`config.mk`:
```
export PLATFORM = sky130hd
export DESIGN_NAME = sdm_exec
export DESIGN_NICKNAME = d
export VERILOG_FILES = /design/src/rtl/sdm_pkg.sv /design/src/rtl/sdm_decode.sv /design/src/rtl/sdm_regfile.sv /design/src/rtl/sdm_resp.sv /design/src/rtl/sdm_exec.sv
export SDC_FILE = /design/constraint.sdc
export NUM_CORES = 1
export LEC_CHECK = 0
export ABC_AREA = 0
export BUFFER_PORTS_ARGS = -buffer_cell sky130_fd_sc_hd__clkbuf_2
export CORE_AREA = 2 2 364 366
export CTS_CLUSTER_SIZE = 8
export DETAILED_ROUTE_END_ITERATION = 8
export DIE_AREA = 0 0 366 368
export SYNTH_ARGS = -nofsm -noshare
export SYNTH_HDL_FRONTEND = slang
export SYNTH_HIERARCHICAL = 1
export SYNTH_SLANG_ARGS = --single-unit
```
`constraint.sdc`:
```
create_clock -name clk -period 7.7 [get_ports clk]
set_input_delay 1.54 -clock clk [delete_from_list [all_inputs] [get_ports clk]]
set_output_delay 1.54 -clock clk [all_outputs]
set_load 0.1 [all_outputs]
```
`src/rtl/sdm_pkg.sv`:
```
package sdm_pkg;

   typedef enum logic [1:0] {
      FLT_NONE  = 2'd0,
      FLT_UNDEF = 2'd1,
      FLT_NODEV = 2'd2,
      FLT_XMEM  = 2'd3
   } flt_e;

   localparam logic [7:0] BYTE_PFX   = 8'hF2;
   localparam logic [7:0] BYTE_ESC   = 8'h0F;
   localparam logic [7:0] BYTE_LOAD  = 8'h10;
   localparam logic [7:0] BYTE_STORE = 8'h11;

   typedef struct packed {
      logic       rf_we;
      logic [2:0] rf_idx;
      logic [2:0] src_idx;
      logic       lo_from_mem;
      logic       clr_hi;
      logic       mem_we;
      flt_e       flt;
   } act_t;

endpackage

```
`src/rtl/sdm_decode.sv`:
```
module sdm_decode
   import sdm_pkg::*;
(
   input  logic       valid,
   input  logic [7:0] pfx,
   input  logic [7:0] esc,
   input  logic [7:0] opc,
   input  logic [7:0] modrm,
   input  logic       xfault,
   input  logic       task_sw,
   input  logic       emul,
   input  logic       os_ok,
   input  logic       feat,
   output act_t       act
);

   logic       seq_ok;
   logic       is_load;
   logic       reg_form;
   logic [2:0] f_reg;
   logic [2:0] f_rm;
   flt_e       flt;

   always_comb begin
      seq_ok   = (pfx == BYTE_PFX) && (esc == BYTE_ESC) &&
                 ((opc == BYTE_LOAD) || (opc == BYTE_STORE));
      is_load  = (opc == BYTE_LOAD);
      reg_form = (modrm[7:6] == 2'b11);
      f_reg    = modrm[5:3];
      f_rm     = modrm[2:0];

      if (!seq_ok || emul || !os_ok || !feat) flt = FLT_UNDEF;
      else if (task_sw)                        flt = FLT_NODEV;
      else if (!reg_form && xfault)            flt = FLT_XMEM;
      else                                     flt = FLT_NONE;

      act         = '0;
      act.flt     = flt;
      act.src_idx = f_reg;
      act.rf_idx  = f_reg;
      if (valid && flt == FLT_NONE) begin
         unique case ({is_load, reg_form})
            2'b11: begin
               act.rf_we   = 1'b1;
               act.src_idx = f_rm;
            end
            2'b10: begin
               act.rf_we       = 1'b1;
               act.lo_from_mem = 1'b1;
               act.clr_hi      = 1'b1;
            end
            2'b01: begin
               act.rf_we  = 1'b1;
               act.rf_idx = f_rm;
            end
            default: act.mem_we = 1'b1;
         endcase
      end
   end

endmodule

```
`src/rtl/sdm_regfile.sv`:
```
module sdm_regfile #(
   parameter int QW = 64,
   parameter int NREG = 8,
   parameter logic [2*QW-1:0] RESET_BASE = '0,
   localparam int IDXW = $clog2(NREG)
) (
   input  logic            clk,
   input  logic            rst_n,
   input  logic            we,
   input  logic [IDXW-1:0] widx,
   input  logic [QW-1:0]   wlo,
   input  logic            clr_hi,
   input  logic [IDXW-1:0] ra_idx,
   output logic [2*QW-1:0] ra_data,
   input  logic [IDXW-1:0] rb_idx,
   output logic [2*QW-1:0] rb_data
);

   logic [2*QW-1:0] ent [NREG];

   for (genvar i = 0; i < NREG; i++) begin : g_ent
      localparam logic [2*QW-1:0] RV = RESET_BASE ^ (2*QW)'(i);
      logic [QW-1:0] lo_q;
      logic [QW-1:0] hi_q;
      logic          hit;

      assign hit = we && (widx == IDXW'(i));

      always_ff @(posedge clk or negedge rst_n) begin
         if (!rst_n) begin
            lo_q <= RV[QW-1:0];
            hi_q <= RV[2*QW-1:QW];
         end else if (hit) begin
            lo_q <= wlo;
            if (clr_hi) hi_q <= '0;
         end
      end

      assign ent[i] = {hi_q, lo_q};
   end

   assign ra_data = ent[ra_idx];
   assign rb_data = ent[rb_idx];

endmodule

```
`src/rtl/sdm_resp.sv`:
```
module sdm_resp
   import sdm_pkg::*;
#(
   parameter int QW = 64
) (
   input  logic          clk,
   input  logic          rst_n,
   input  logic          valid,
   input  flt_e          flt,
   input  logic          we_in,
   input  logic [QW-1:0] wd_in,
   output logic          done,
   output logic [1:0]    fault_code,
   output logic          mem_we,
   output logic [QW-1:0] mem_wdata
);

   always_ff @(posedge clk or negedge rst_n) begin
      if (!rst_n) begin
         done       <= 1'b0;
         fault_code <= FLT_NONE;
         mem_we     <= 1'b0;
         mem_wdata  <= '0;
      end else begin
         done       <= valid;
         fault_code <= valid ? flt : FLT_NONE;
         mem_we     <= we_in;
         if (we_in) mem_wdata <= wd_in;
      end
   end

endmodule

```
`src/rtl/sdm_exec.sv`:
```
module sdm_exec
   import sdm_pkg::*;
#(
   parameter int QW = 64,
   parameter int NREG = 8,
   parameter logic [2*QW-1:0] RF_RESET_BASE = 128'h0123_4567_89AB_CDEF_FEDC_BA98_7654_3210,
   localparam int IDXW = $clog2(NREG)
) (
   input  logic            clk,
   input  logic            rst_n,
   input  logic            req_valid,
   input  logic [7:0]      req_prefix,
   input  logic [7:0]      req_escape,
   input  logic [7:0]      req_opcode,
   input  logic [7:0]      req_modrm,
   input  logic [QW-1:0]   mem_rdata,
   input  logic            ext_fault,
   input  logic            ctl_task_switched,
   input  logic            ctl_emulate,
   input  logic            ctl_os_save_ok,
   input  logic            feat_f64_vec,
   input  logic [IDXW-1:0] dbg_idx,
   output logic [2*QW-1:0] dbg_data,
   output logic            done,
   output logic [1:0]      fault_code,
   output logic            mem_we,
   output logic [QW-1:0]   mem_wdata
);

   if (NREG < 2 || NREG > 8 || (NREG & (NREG - 1)) != 0) begin : g_bad_nreg
      $error("NREG must be a power of two between 2 and 8");
   end
   if (QW < 8 || (QW % 8) != 0) begin : g_bad_qw
      $error("QW must be a positive multiple of 8");
   end

   act_t            act;
   logic [2*QW-1:0] src_data;
   logic [QW-1:0]   wr_lo;

   sdm_decode u_dec (
      .valid   (req_valid),
      .pfx     (req_prefix),
      .esc     (req_escape),
      .opc     (req_opcode),
      .modrm   (req_modrm),
      .xfault  (ext_fault),
      .task_sw (ctl_task_switched),
      .emul    (ctl_emulate),
      .os_ok   (ctl_os_save_ok),
      .feat    (feat_f64_vec),
      .act     (act)
   );

   assign wr_lo = act.lo_from_mem ? mem_rdata : src_data[QW-1:0];

   sdm_regfile #(
      .QW         (QW),
      .NREG       (NREG),
      .RESET_BASE (RF_RESET_BASE)
   ) u_rf (
      .clk     (clk),
      .rst_n   (rst_n),
      .we      (act.rf_we),
      .widx    (act.rf_idx[IDXW-1:0]),
      .wlo     (wr_lo),
      .clr_hi  (act.clr_hi),
      .ra_idx  (act.src_idx[IDXW-1:0]),
      .ra_data (src_data),
      .rb_idx  (dbg_idx),
      .rb_data (dbg_data)
   );

   sdm_resp #(.QW(QW)) u_resp (
      .clk        (clk),
      .rst_n      (rst_n),
      .valid      (req_valid),
      .flt        (act.flt),
      .we_in      (act.mem_we),
      .wd_in      (src_data[QW-1:0]),
      .done       (done),
      .fault_code (fault_code),
      .mem_we     (mem_we),
      .mem_wdata  (mem_wdata)
   );

endmodule

```
=== Yosys cells after proc, flatten, opt, wreduce, memory -nomap -nowiden ===
Cells that the tools add are included.

* Bits in registers: 836
* Output and inout port bits: 196
* Logic and storage cells: 87
* Input bits: 107

* Equality and inequality tests: 15
* Bitwise gates (word level): 2
* $lt $le $gt $ge: 2
* Reduce and logical (&&, ||, !) cells: 31
* Multiplexer cells: 17

{| class="wikitable"
|+ Operators by type and width
! operator !! count
|-
| 128-bit binary-select mux with 3-bit select || 2
|-
| 128-bit 2-to-1 mux || 2
|-
| 64-bit 2-to-1 mux || 3
|-
| 8-bit by 5-bit equality test with 1-bit output (second input constant) || 2
|-
| 2-bit AND reduction || 8
|-
| 3-bit equality test (second input constant) || 4
|-
| 1-bit logical AND || 12
|-
| 10-bit 2-to-1 mux || 1
|-
| 2-bit 2-to-1 mux || 5
|-
| 8-bit by 4-bit equality test with 1-bit output (second input constant) || 1
|-
| 8-bit equality test (second input constant) || 1
|-
| 4-bit >= comparator (second input constant) || 2
|-
| 3-bit inverter with 4-bit output || 2
|-
| 2-bit equality test (second input constant) || 3
|-
| 3-bit by 2-bit equality test with 1-bit output (second input constant) || 2
|-
| 3-bit 2-to-1 mux || 2
|-
| 1-bit zero test || 4
|-
| 1-bit logical OR || 4
|-
| 3-bit by 1-bit equality test with 1-bit output (second input constant) || 1
|-
| 3-bit zero test || 1
|-
| 3-bit OR reduction || 1
|-
| 2-bit by 1-bit equality test with 1-bit output (second input constant) || 1
|-
| 2-bit zero test || 1
|-
| 1-bit 2-to-1 mux || 2
|}

=== Logic depth before layout (Yosys ltp) ===
* Depth in word-level cells: 16
* Gate-level depth with buffers: 11
* Depth with buffers taken out: 8

=== Cells and area by module ===
Netlist, hierarchy kept.

{| class="wikitable"
|+ Modules (own cells, without submodules)
! module !! instances !! seq. area each (µm²) !! area an instance (µm²) !! cells an instance
|-
| sdm_regfile || 1 || 13,357.8 || 28,267.1 || 1,694
|-
| sdm_resp || 1 || 1,701.6 || 2,791.4 || 141
|-
| sdm_exec || 1 || 0.0 || 1,077.3 || 71
|-
| sdm_decode || 1 || 0.0 || 332.8 || 34
|}

=== Worst setup path after synthesis ===
Ideal clock, no wire load.

* Path kind: input-to-output
* From: input port dbg_idx[0]
* To: output port dbg_data[101]
* Required time: 6,160 ps
* Setup slack: 2,659 ps
* Arrival time: 3,501 ps
* Buffers on the path: 4
* Stages on the path: 6
* Cells stage by stage: clkbuf_1 buf_6 buf_6 mux4_2 mux2_2 buf_4

* Cells in the longest elaborated chain, start to end: 4

{| class="wikitable"
|+ Ends and longest elaborated chain
! element !! line !! RTL
|-
| from (decl) || sdm_exec.sv:22 || <nowiki>input logic [IDXW-1:0] dbg_idx,</nowiki>
|-
| 3-bit inverter with 4-bit output (implied by the code) || sdm_regfile.sv:43 || <nowiki>assign rb_data = ent[rb_idx];</nowiki>
|-
| 128-bit binary-select mux with 3-bit select || sdm_regfile.sv:43 ||
|-
| 128-bit 2-to-1 mux (implied by the code) (2 in series) || sdm_regfile.sv:43 ||
|-
| to (decl) || sdm_exec.sv:23 || <nowiki>output logic [2*QW-1:0] dbg_data,</nowiki>
|}

No other way between the ends. The select of a mux whose other input is x is not followed.

=== Worst setup path in the final report ===
* From: input port dbg_idx[0]
* To: output port dbg_data[43]

The elaborated chain is that of the path after synthesis.

==> impl_metrics.tcl <==
set metrics [dict create \
    post-route-util 0.284 \
    crit_type "input port to output pin" \
    yosys_warnings 6 \
    die_area_mm2 0.135 \
    fmax_mhz 184 \
    post-cts-setup-buffer-count 0 \
    finalSetupViolCount 0 \
    setup_tns_ps 0 \
    place_congestion 0.713 \
    peakVddDrop_v 0.000137 \
    period_share 0.707 \
    wl_um 82900 \
    period_needed_ps 5440 \
    clock_path_buffers 3 \
    antenna_found_initial 1 \
    final_common_cell "mux2_2" \
    most-common-layout-cells "649 x mux2_2, 312 x dfrtp_1, 276 x dfstp_2, 266 x clkbuf_2, 258 x mux4_2" \
    wl_per_cell_um 21.2 \
    cts_root_buffer "clkbuf_16" \
    cts_resized 0 \
    r2r-end "u_rf/g_ent[1].lo_q[3]$_DFFE_PN0P_" \
    critPathArrivalTime_ps 3900 \
    synthCells 1874 \
    num_rows 133 \
    layout.nets 2199 \
    final-seq-area_mm2 0.0151 \
    viasPerCell 4.54 \
    grt_pass1_vias 19200 \
    min_path_cells 1 \
    finalHoldViolations 0 \
    cts_tree "yes" \
    crit_path_end_kind "output pin" \
    dp_hpwl_um 47800 \
    holdPathEnd "u_rf/g_ent[5].hi_q[53]$_DFFE_PN1P_" \
    outcome "finished clean" \
    p_per_area_mw_per_mm2 188 \
    start_util 0.244 \
    grt_max_degree 149 \
    r2r_slack_ps 5790 \
    remaining_drc_errors 0 \
    area_growth_pct 16.5 \
    core_mm2 0.131 \
    rsz0062_at_grt "false" \
    finClkSkew_ps 13.0 \
    clk_pin_slew_ps 50 \
    cts_sinks 588 \
    drt-initial-drc-count 789 \
    drt_pass1_iterations 4 \
    htreeDepth 3 \
    relSlewSlack 0.386 \
    maxSlewViolCount 0 \
    r2r_cells 4 \
    pin_count 303 \
    clk_latency_ps 670 \
    critPathMaxFanout 66 \
    cts_made_buffers 85 \
    critPathLaunch "dbg_idx[0]" \
    multi_input_comb_area_mm2 0.0156 \
    drtAntennaViolNets 0 \
    port_buffers 270 \
    die_y_um 368 \
    r2r_start "u_rf/g_ent[7].lo_q[3]$_DFFE_PN0P_" \
    cellLeakagePower_nw 16.2 \
    cap_viol_max_count 0 \
    hold_start "u_rf/g_ent[5].hi_q[53]$_DFFE_PN1P_" \
    syn_area_mm2 0.0319 \
    drive_above_1_share 0.797 \
    cts_hold_buf 0 \
    critPathLaunchType "input port" \
    dieWidth_um 366 \
    overflow 0 \
    critPathRequiredTime_ps 6160 \
    fill_cells 13200 \
    worst_slew_pin_slew_ps 921 \
    vias 17800 \
    hold_path.class "flip-flop to flip-flop" \
    syn_area_per_cell_um2 17.0 \
    grt_pass1_wl_um 125000 \
    globalRouteTotalUtil 0.123 \
]
## metal layers
| metal | global-route usage | vias up | part of all wire |
|---|---|---|---|
| met5 | 0 | - | 0 |
| met4 | 0.0444 | 0 | 0.025 |
| met3 | 0.0198 | 128 | 0.034 |
| met2 | 0.214 | 321 | 0.51 |
| met1 | 0.154 | 9698 | 0.43 |
| li1 | - | 7629 | - |
## how the worst max path moves through the flow
| stage | endpoint | slack, ps | depth (start not counted) |
|---|---|---|---|
| 6_report | dbg_data[43] | 2260 | 5 |
| 5_1_grt | dbg_data[43] | 2070 | 5 |
| 4_1_cts | dbg_data[38] | 2170 | 5 |
| 3_5_place_dp | u_rf/g_ent[5].lo_q[17]$_DFFE_PN0P_ | 1930 | 10 |
| 3_3_place_gp | u_rf/g_ent[2].lo_q[17]$_DFFE_PN0P_ | 1990 | 10 |
| 2_1_floorplan | dbg_data[101] | 2660 | 6 |
## power breakdown
| group | internal, mW | total (mW) | switching (mW) |
|---|---|---|---|
| Combinational | 0.101 | 0.359 | 0.259 |
| Clock | 2.13 | 3.54 | 1.42 |
| Sequential | 3.10 | 3.10 | 0.000119 |
| Total | 5.33 | 7.01 | 1.68 |
## flip-flops by register name (all words and copies together) (netlist names)
| register | flops |
|---|---|
| u_resp/done | 1 |
| u_rf/g_ent.hi_q | 8 |
| u_resp/mem_we | 1 |
| u_rf/g_ent.lo_q | 512 |
| u_resp/fault_code | 2 |
| u_resp/mem_wdata | 64 |
## area by class of cell
class | instances | share of cell area
multi-input combinational | 1110 | 0.419
tap | 1755 | 0.0590
clock inverter | 7 | 0.00175
sequential | 588 | 0.405
timing repair buffer | 306 | 0.0498
inverter | 1 | 0.000101
antenna | 1 | 0.0000673
clock buffer | 148 | 0.0655
## worst max-delay path: stages
cell and delay (ps):
buf_8 610, buf_12 370, mux4_2 540, mux2_2 320, clkbuf_2 380
## stage by stage
| stage | worst slack (ps) | instance area (um^2) | instances | total power, mW | hold slack, ps |
|---|---|---|---|---|---|
| floorplan | 2660 | 32100 | 1905 | 3.38 | 439 |
| global placement | 1990 | 34700 | 3760 | 3.52 | 445 |
| detailed placement | 1930 | 34700 | 3760 | 3.52 | 451 |
| CTS | 2170 | 37200 | 3915 | 7.16 | 459 |
| global route | 2070 | 37200 | 3916 | 7.30 | 476 |
| finish | 2260 | 37200 | 3916 | 7.01 | 455 |
Note: power is estimated with default switching activity, not from simulation.
